### config.mk
export PLATFORM = sky130hd
export DESIGN_NAME = fpx_status_recorder
export DESIGN_NICKNAME = d
export VERILOG_FILES = /design/src/rtl/fpx_pkg.sv /design/src/rtl/fpx_trap_eval.sv /design/src/rtl/fpx_status_merge.sv /design/src/rtl/fpx_pc_step.sv /design/src/rtl/fpx_status_recorder.sv
export SDC_FILE = /design/constraint.sdc
export NUM_CORES = 1
export LEC_CHECK = 0
export BUFFER_PORTS_ARGS = -buffer_cell sky130_fd_sc_hd__buf_2
export CAP_MARGIN = 20
export CORE_AREA = 2 2 154 156
export CTS_CLUSTER_SIZE = 40
export DETAILED_ROUTE_END_ITERATION = 6
export DIE_AREA = 0 0 156 158
export MAX_ROUTING_LAYER = met4
export PLACE_DENSITY = 0.68
export SKIP_CTS_REPAIR_TIMING = 1
export SLEW_MARGIN = 10
export SYNTH_ARGS = -nofsm -noshare
export SYNTH_HDL_FRONTEND = slang
export SYNTH_SLANG_ARGS = --single-unit
### constraint.sdc
create_clock -name clk -period 5.4 [get_ports clk]
set_input_delay 1.35 -clock clk [delete_from_list [all_inputs] [get_ports clk]]
set_output_delay 1.35 -clock clk [all_outputs]
set_load 0.03 [all_outputs]
### src/rtl/fpx_pkg.sv
package fpx_pkg;
    localparam int FLAG_W   = 5;
    localparam int CUR_LSB  = 0;
    localparam int ACC_LSB  = 5;
    localparam int ENA_LSB  = 23;
    localparam int TT_LSB   = 14;
    localparam int TT_W     = 3;
    localparam logic [TT_W-1:0] TT_IEEE = 3'd1;

    // flag positions; higher index wins on a trap
    localparam int FL_INV = 4;
    localparam int FL_OVF = 3;
    localparam int FL_UNF = 2;
    localparam int FL_DVZ = 1;
    localparam int FL_NXT = 0;

    localparam int STAT_MIN_W = ENA_LSB + FLAG_W;

    typedef logic [FLAG_W-1:0] flag_t;

    typedef enum logic [1:0] {
        S_IDLE   = 2'd0,
        S_RETIRE = 2'd1,
        S_TRAP   = 2'd2
    } rec_state_e;
endpackage

### src/rtl/fpx_trap_eval.sv
module fpx_trap_eval
    import fpx_pkg::*;
(
    input  flag_t flags,
    input  flag_t enables,
    output logic  take_trap,
    output flag_t trap_flag
);
    flag_t              hit;
    logic [FLAG_W:0]    above;

    assign hit       = flags & enables;
    assign take_trap = |hit;
    assign above[FLAG_W] = 1'b0;

    // ripple from the top bit down: keep a bit only if nothing above it hit
    for (genvar i = FLAG_W - 1; i >= 0; i--) begin : g_prio
        assign trap_flag[i] = hit[i] & ~above[i+1];
        assign above[i]     = above[i+1] | hit[i];
    end
endmodule

### src/rtl/fpx_status_merge.sv
module fpx_status_merge
    import fpx_pkg::*;
#(
    parameter int STAT_W = 64
) (
    input  logic [STAT_W-1:0] stat,
    input  flag_t             flags,
    input  flag_t             trap_flag,
    input  logic              take_trap,
    output logic [STAT_W-1:0] stat_nxt
);
    localparam int CUR_MSB = CUR_LSB + FLAG_W - 1;

    flag_t acc_old;
    assign acc_old = stat[ACC_LSB +: FLAG_W];

    always_comb begin
        stat_nxt = stat;
        if (take_trap) begin
            stat_nxt[CUR_LSB +: FLAG_W] = trap_flag;
            stat_nxt[TT_LSB +: TT_W]    = TT_IEEE;
        end else begin
            stat_nxt[CUR_LSB +: FLAG_W] = flags;
            stat_nxt[ACC_LSB +: FLAG_W] = acc_old | flags;
        end
    end

    initial begin
        if (STAT_W < STAT_MIN_W) $error("STAT_W too small for enable field");
        if (CUR_MSB >= ACC_LSB) $error("field overlap");
    end
endmodule

### src/rtl/fpx_pc_step.sv
module fpx_pc_step #(
    parameter int PC_W    = 64,
    parameter int PC_STEP = 4
) (
    input  logic [PC_W-1:0] pc,
    input  logic [PC_W-1:0] npc,
    input  logic            take_trap,
    output logic [PC_W-1:0] pc_nxt,
    output logic [PC_W-1:0] npc_nxt
);
    localparam logic [PC_W-1:0] STEP = PC_W'(PC_STEP);

    always_comb begin
        if (take_trap) begin
            pc_nxt  = pc;
            npc_nxt = npc;
        end else begin
            pc_nxt  = npc;
            npc_nxt = npc + STEP;
        end
    end
endmodule

### src/rtl/fpx_status_recorder.sv
module fpx_status_recorder
    import fpx_pkg::*;
#(
    parameter int STAT_W  = 64,
    parameter int PC_W    = 64,
    parameter int PC_STEP = 4
) (
    input  logic              clk,
    input  logic              rst_n,
    input  logic              flag_vld,
    input  logic [4:0]        flags,
    input  logic [STAT_W-1:0] stat_in,
    input  logic [PC_W-1:0]   pc_in,
    input  logic [PC_W-1:0]   npc_in,
    output logic [STAT_W-1:0] stat_out,
    output logic [PC_W-1:0]   pc_out,
    output logic [PC_W-1:0]   npc_out,
    output logic              upd_vld,
    output logic              trap_req
);
    rec_state_e state_q, state_d;

    logic              take_trap;
    flag_t             trap_flag;
    logic [STAT_W-1:0] stat_nxt;
    logic [PC_W-1:0]   pc_nxt, npc_nxt;

    fpx_trap_eval u_eval (
        .flags     (flags),
        .enables   (stat_in[ENA_LSB +: FLAG_W]),
        .take_trap (take_trap),
        .trap_flag (trap_flag)
    );

    fpx_status_merge #(.STAT_W(STAT_W)) u_merge (
        .stat      (stat_in),
        .flags     (flags),
        .trap_flag (trap_flag),
        .take_trap (take_trap),
        .stat_nxt  (stat_nxt)
    );

    fpx_pc_step #(.PC_W(PC_W), .PC_STEP(PC_STEP)) u_pc (
        .pc        (pc_in),
        .npc       (npc_in),
        .take_trap (take_trap),
        .pc_nxt    (pc_nxt),
        .npc_nxt   (npc_nxt)
    );

    // next-state: every strobe records its own outcome
    always_comb begin
        if (!flag_vld)      state_d = S_IDLE;
        else if (take_trap) state_d = S_TRAP;
        else                state_d = S_RETIRE;
    end

    // state register
    always_ff @(posedge clk) begin
        if (!rst_n) state_q <= S_IDLE;
        else        state_q <= state_d;
    end

    // data registers load only on a strobe
    always_ff @(posedge clk) begin
        if (!rst_n) begin
            stat_out <= '0;
            pc_out   <= '0;
            npc_out  <= '0;
        end else if (flag_vld) begin
            stat_out <= stat_nxt;
            pc_out   <= pc_nxt;
            npc_out  <= npc_nxt;
        end
    end

    // output decode from state
    always_comb begin
        unique case (state_q)
            S_IDLE:   begin upd_vld = 1'b0; trap_req = 1'b0; end
            S_RETIRE: begin upd_vld = 1'b1; trap_req = 1'b0; end
            S_TRAP:   begin upd_vld = 1'b1; trap_req = 1'b1; end
            default:  begin upd_vld = 1'b0; trap_req = 1'b0; end
        endcase
    end
endmodule

==> results.txt <==
Status - finished, final reports clean
Syn Inst Count - 1101
Synth unique cells - 43
WP data arrival - 4.14 ns
Min Tclk post-route - 3.79 ns
Clock Latency Late Sink - 0.44 ns
Post-DP HPWL - 21.6 mm
Clock-pin slew on the worst setup and hold paths - 0.08 ns
Fin crit share - 0.702
Final Setup Violations - 0
CTS root buffer - clkbuf_16
CTS HTree Levels - 4
WP data required - 5.75 ns
Total congestion overflow - 0
Sequential share of power - 0.430
P&R area growth vs syn - 30.3%
Switching Fraction - 0.343
Post-route ant nets - 0
Clk pwr share - 0.372
# DRC - 0
Seq cells post-synth - 194
Total Neg Setup Slack - 0 ns
Final Non-Filler Cells - 1729
Place WS - 1.24 ns
Cell-internal power - 0.00241 W
CTS buffer count - 17
# rows - 56
Worst IR Drop VDD - 0.000291 V
Core area - 23100 um2
Worst setup margin - 1.61 ns
Max-cap viol count - 0
Area of the multi-input gates - 4560 um2
Critical path class - in2reg
Total routed wirelength - 30.6 mm
Element type at the critical path end - register
Crit-path cells - buf_2, a222oi_1, buf_4, nand4_1, nand4bb_1, or4_1, a31oi_1
NumNets Final - 1627
Slew margin rel. - 0.284
Vias - 9440
Clk_skew - 0 ns
GRT Overall Usage - 0.242
Async SR Flop Fraction - 0
Crit path largest cell delay - 0.75 ns
Initial Util - 0.385
Avg Inst Size Synth - 8.07 um2
Synth Flop Type - dfxtp_1
Final hold violations - 0
Register area - 3880 um2
Hold Path Class - reg2reg
Slowest-stage cell, CP - nand4bb_1
CTS tree - built
Total die area - 24600 um2
CTS sink cnt - 194
Die X - 156 um
CTS Buffer Depth - 2
Share of cells above drive strength 1 - 0.306
Filler cells - 2291
# port buffers - 388
Post-synthesis sequential area ratio - 0.437
Logic pwr share - 0.199
Post-Syn Area - 8880 um2
Vias per cell - 5.46
Worst-path fanout max - 12
Post-synth EDFFs - 0
Detailed Routing Iterations Pass 1 - 5
Largest net degree at the start of global routing - 116
Die height - 158 um
Vias in the first global route - 8633
First-pass GRT wire length - 46.1 mm
Drt initial violations - 672
Slew Viols, Final - 0
NetSw - 0.00126 W
Drt wl/cell - 17.7 um
LEAKAGE - 5.28 nW
Placed cell count - 1696
Initial antenna violation count - 1
Max Clk Rate - 0.264 GHz
GP Congestion - 0.815
Ports - 394
Warnings, synthesis - 0
Worst slew pin tran - 1.06 ns
RSZ-0062 raised after global routing - no
Cell Pwr Density - 317 nW/um2
Synthesized Nets - 1303
Startpoint types - input port
==> flip-flops by register name, indices dropped and copies added (netlist names) <==
signal,flops
npc_out,64
pc_out,64
state_q,2
stat_out,64
==> synthesized netlist by cell type (all sizes together), types with 2 or more instances <==
library cell,number,area share
dfxtp,194,0.44
nand2,179,0.076
nor2,147,0.062
clkbuf,76,0.032
a311oi,70,0.069
o21ai,70,0.039
mux2i,53,0.060
a21oi,38,0.021
nand4,30,0.024
nand3,25,0.014
nor3,23,0.013
nor4,21,0.015
buf,19,0.0099
inv,18,0.0076
or3,18,0.013
or4,16,0.015
xnor2,15,0.015
a31oi,14,0.0099
and3,14,0.0099
o311a,9,0.010
xor2,8,0.0079
a211oi,7,0.0059
o31ai,7,0.0059
and2,5,0.0035
and4,5,0.0049
nor3b,5,0.0042
a22oi,2,0.0017
a311o,2,0.0023
ha,2,0.0028
o2111ai,2,0.0020
o211ai,2,0.0017
==> cell usage in the layout (no fill, tap or decap), types with 3 or more instances in the layout <==
cell type | netlist | routed
buf_2 | 4 | 387
dfxtp_1 | 194 | 194
nand2_1 | 179 | 178
nor2_1 | 147 | 147
a311oi_1 | 70 | 70
o21ai_0 | 70 | 70
mux2i_1 | 53 | 53
a21oi_1 | 38 | 38
nand4_1 | 28 | 28
nand3_1 | 25 | 25
nor3_1 | 23 | 23
nor4_1 | 21 | 21
or3_1 | 18 | 18
inv_1 | 18 | 17
clkbuf_16 | 0 | 17
xnor2_1 | 15 | 15
and3_1 | 14 | 14
a31oi_1 | 14 | 14
or4_1 | 13 | 13
buf_4 | 1 | 11
o311a_1 | 9 | 9
xor2_1 | 8 | 8
o31ai_1 | 7 | 7
a211oi_1 | 7 | 7
clkinv_8 | 0 | 6
and4_1 | 5 | 5
nor3b_1 | 5 | 5
inv_8 | 0 | 4
and2_1 | 4 | 3
or4_4 | 3 | 3
inv_12 | 0 | 3
==> layout make-up <==
class | instances | share of cell area
Tap cell | 290 | 0.0314
Inverter | 18 | 0.00605
Clock buffer | 17 | 0.0368
Antenna cell | 1 | 0.000216
Timing Repair Buffer | 400 | 0.178
Clock inverter | 15 | 0.0181
Multi-Input combinational cell | 794 | 0.394
Sequential cell | 194 | 0.336
==> critical path: cells and delay by family <==
| family | cells | cell delay [ns] |
|---|---|---|
| buf+inv | 2 | 0.36 |
| compound gates | 2 | 0.54 |
| simple gates | 3 | 1.87 |
==> power groups by stage <==
stage	logic, W	clock network (W)	registers, W
after global routing	0.000786	0.00144	0.00159
final	0.000728	0.00136	0.00158
after floorplan	0.000256	0	0.00180
after global placement	0.000723	0	0.00160
after CTS	0.000732	0.00139	0.00158
after detailed placement	0.000730	0	0.00161
==> logic make-up (layout without fill, tap and decap cells) <==
group | count (synthesis) | after routing | share of synthesized area
DFF | 194 | 194 | 0.437
AOI/OAI and AO/OA | 226 | 226 | 0.173
and+or+nand+nor | 490 | 490 | 0.255
other | 0 | 1 | 0
buffers and inverters | 113 | 450 | 0.0496
muxes | 53 | 53 | 0.0597
adders and majority gates | 2 | 2 | 0.00282
xor gates and xnor gates | 23 | 23 | 0.0227
==> through the flow <==
stage	utilization	total power (W)	instance area, um2	hold slack (ns)
2_1_floorplan	-	0.00206	8880	0.591
3_3_place_gp	0.474	0.00233	10900	0.447
3_5_place_dp	0.474	0.00234	10900	0.453
4_1_cts	0.502	0.00369	11600	0.466
5_1_grt	0.502	0.00382	11600	0.490
6_report	0.502	0.00367	11600	0.465
==> routing by layer <==
metal  vias to the layer above  share of wire  global-route usage
met5                         -              0                   -
met4                         0          0.030              0.0900
met3                        53          0.068              0.0531
met2                       373           0.47               0.396
met1                      4407           0.43               0.295
li1                       4607              -                   -
==> path summary, 6_finish.rpt <==
kind	start	endpoint	slack, ns	cells after the start
worst min register to register	stat_out[16]	stat_out[16]	0.46	2
worst max register to register	npc_out[54]	npc_out[54]	4.59	4
worst max-delay path	flags[3]	npc_out[30]	1.61	7
worst min-delay path	stat_out[16]	stat_out[16]	0.46	2
Power figures use the tool's default switching activity.
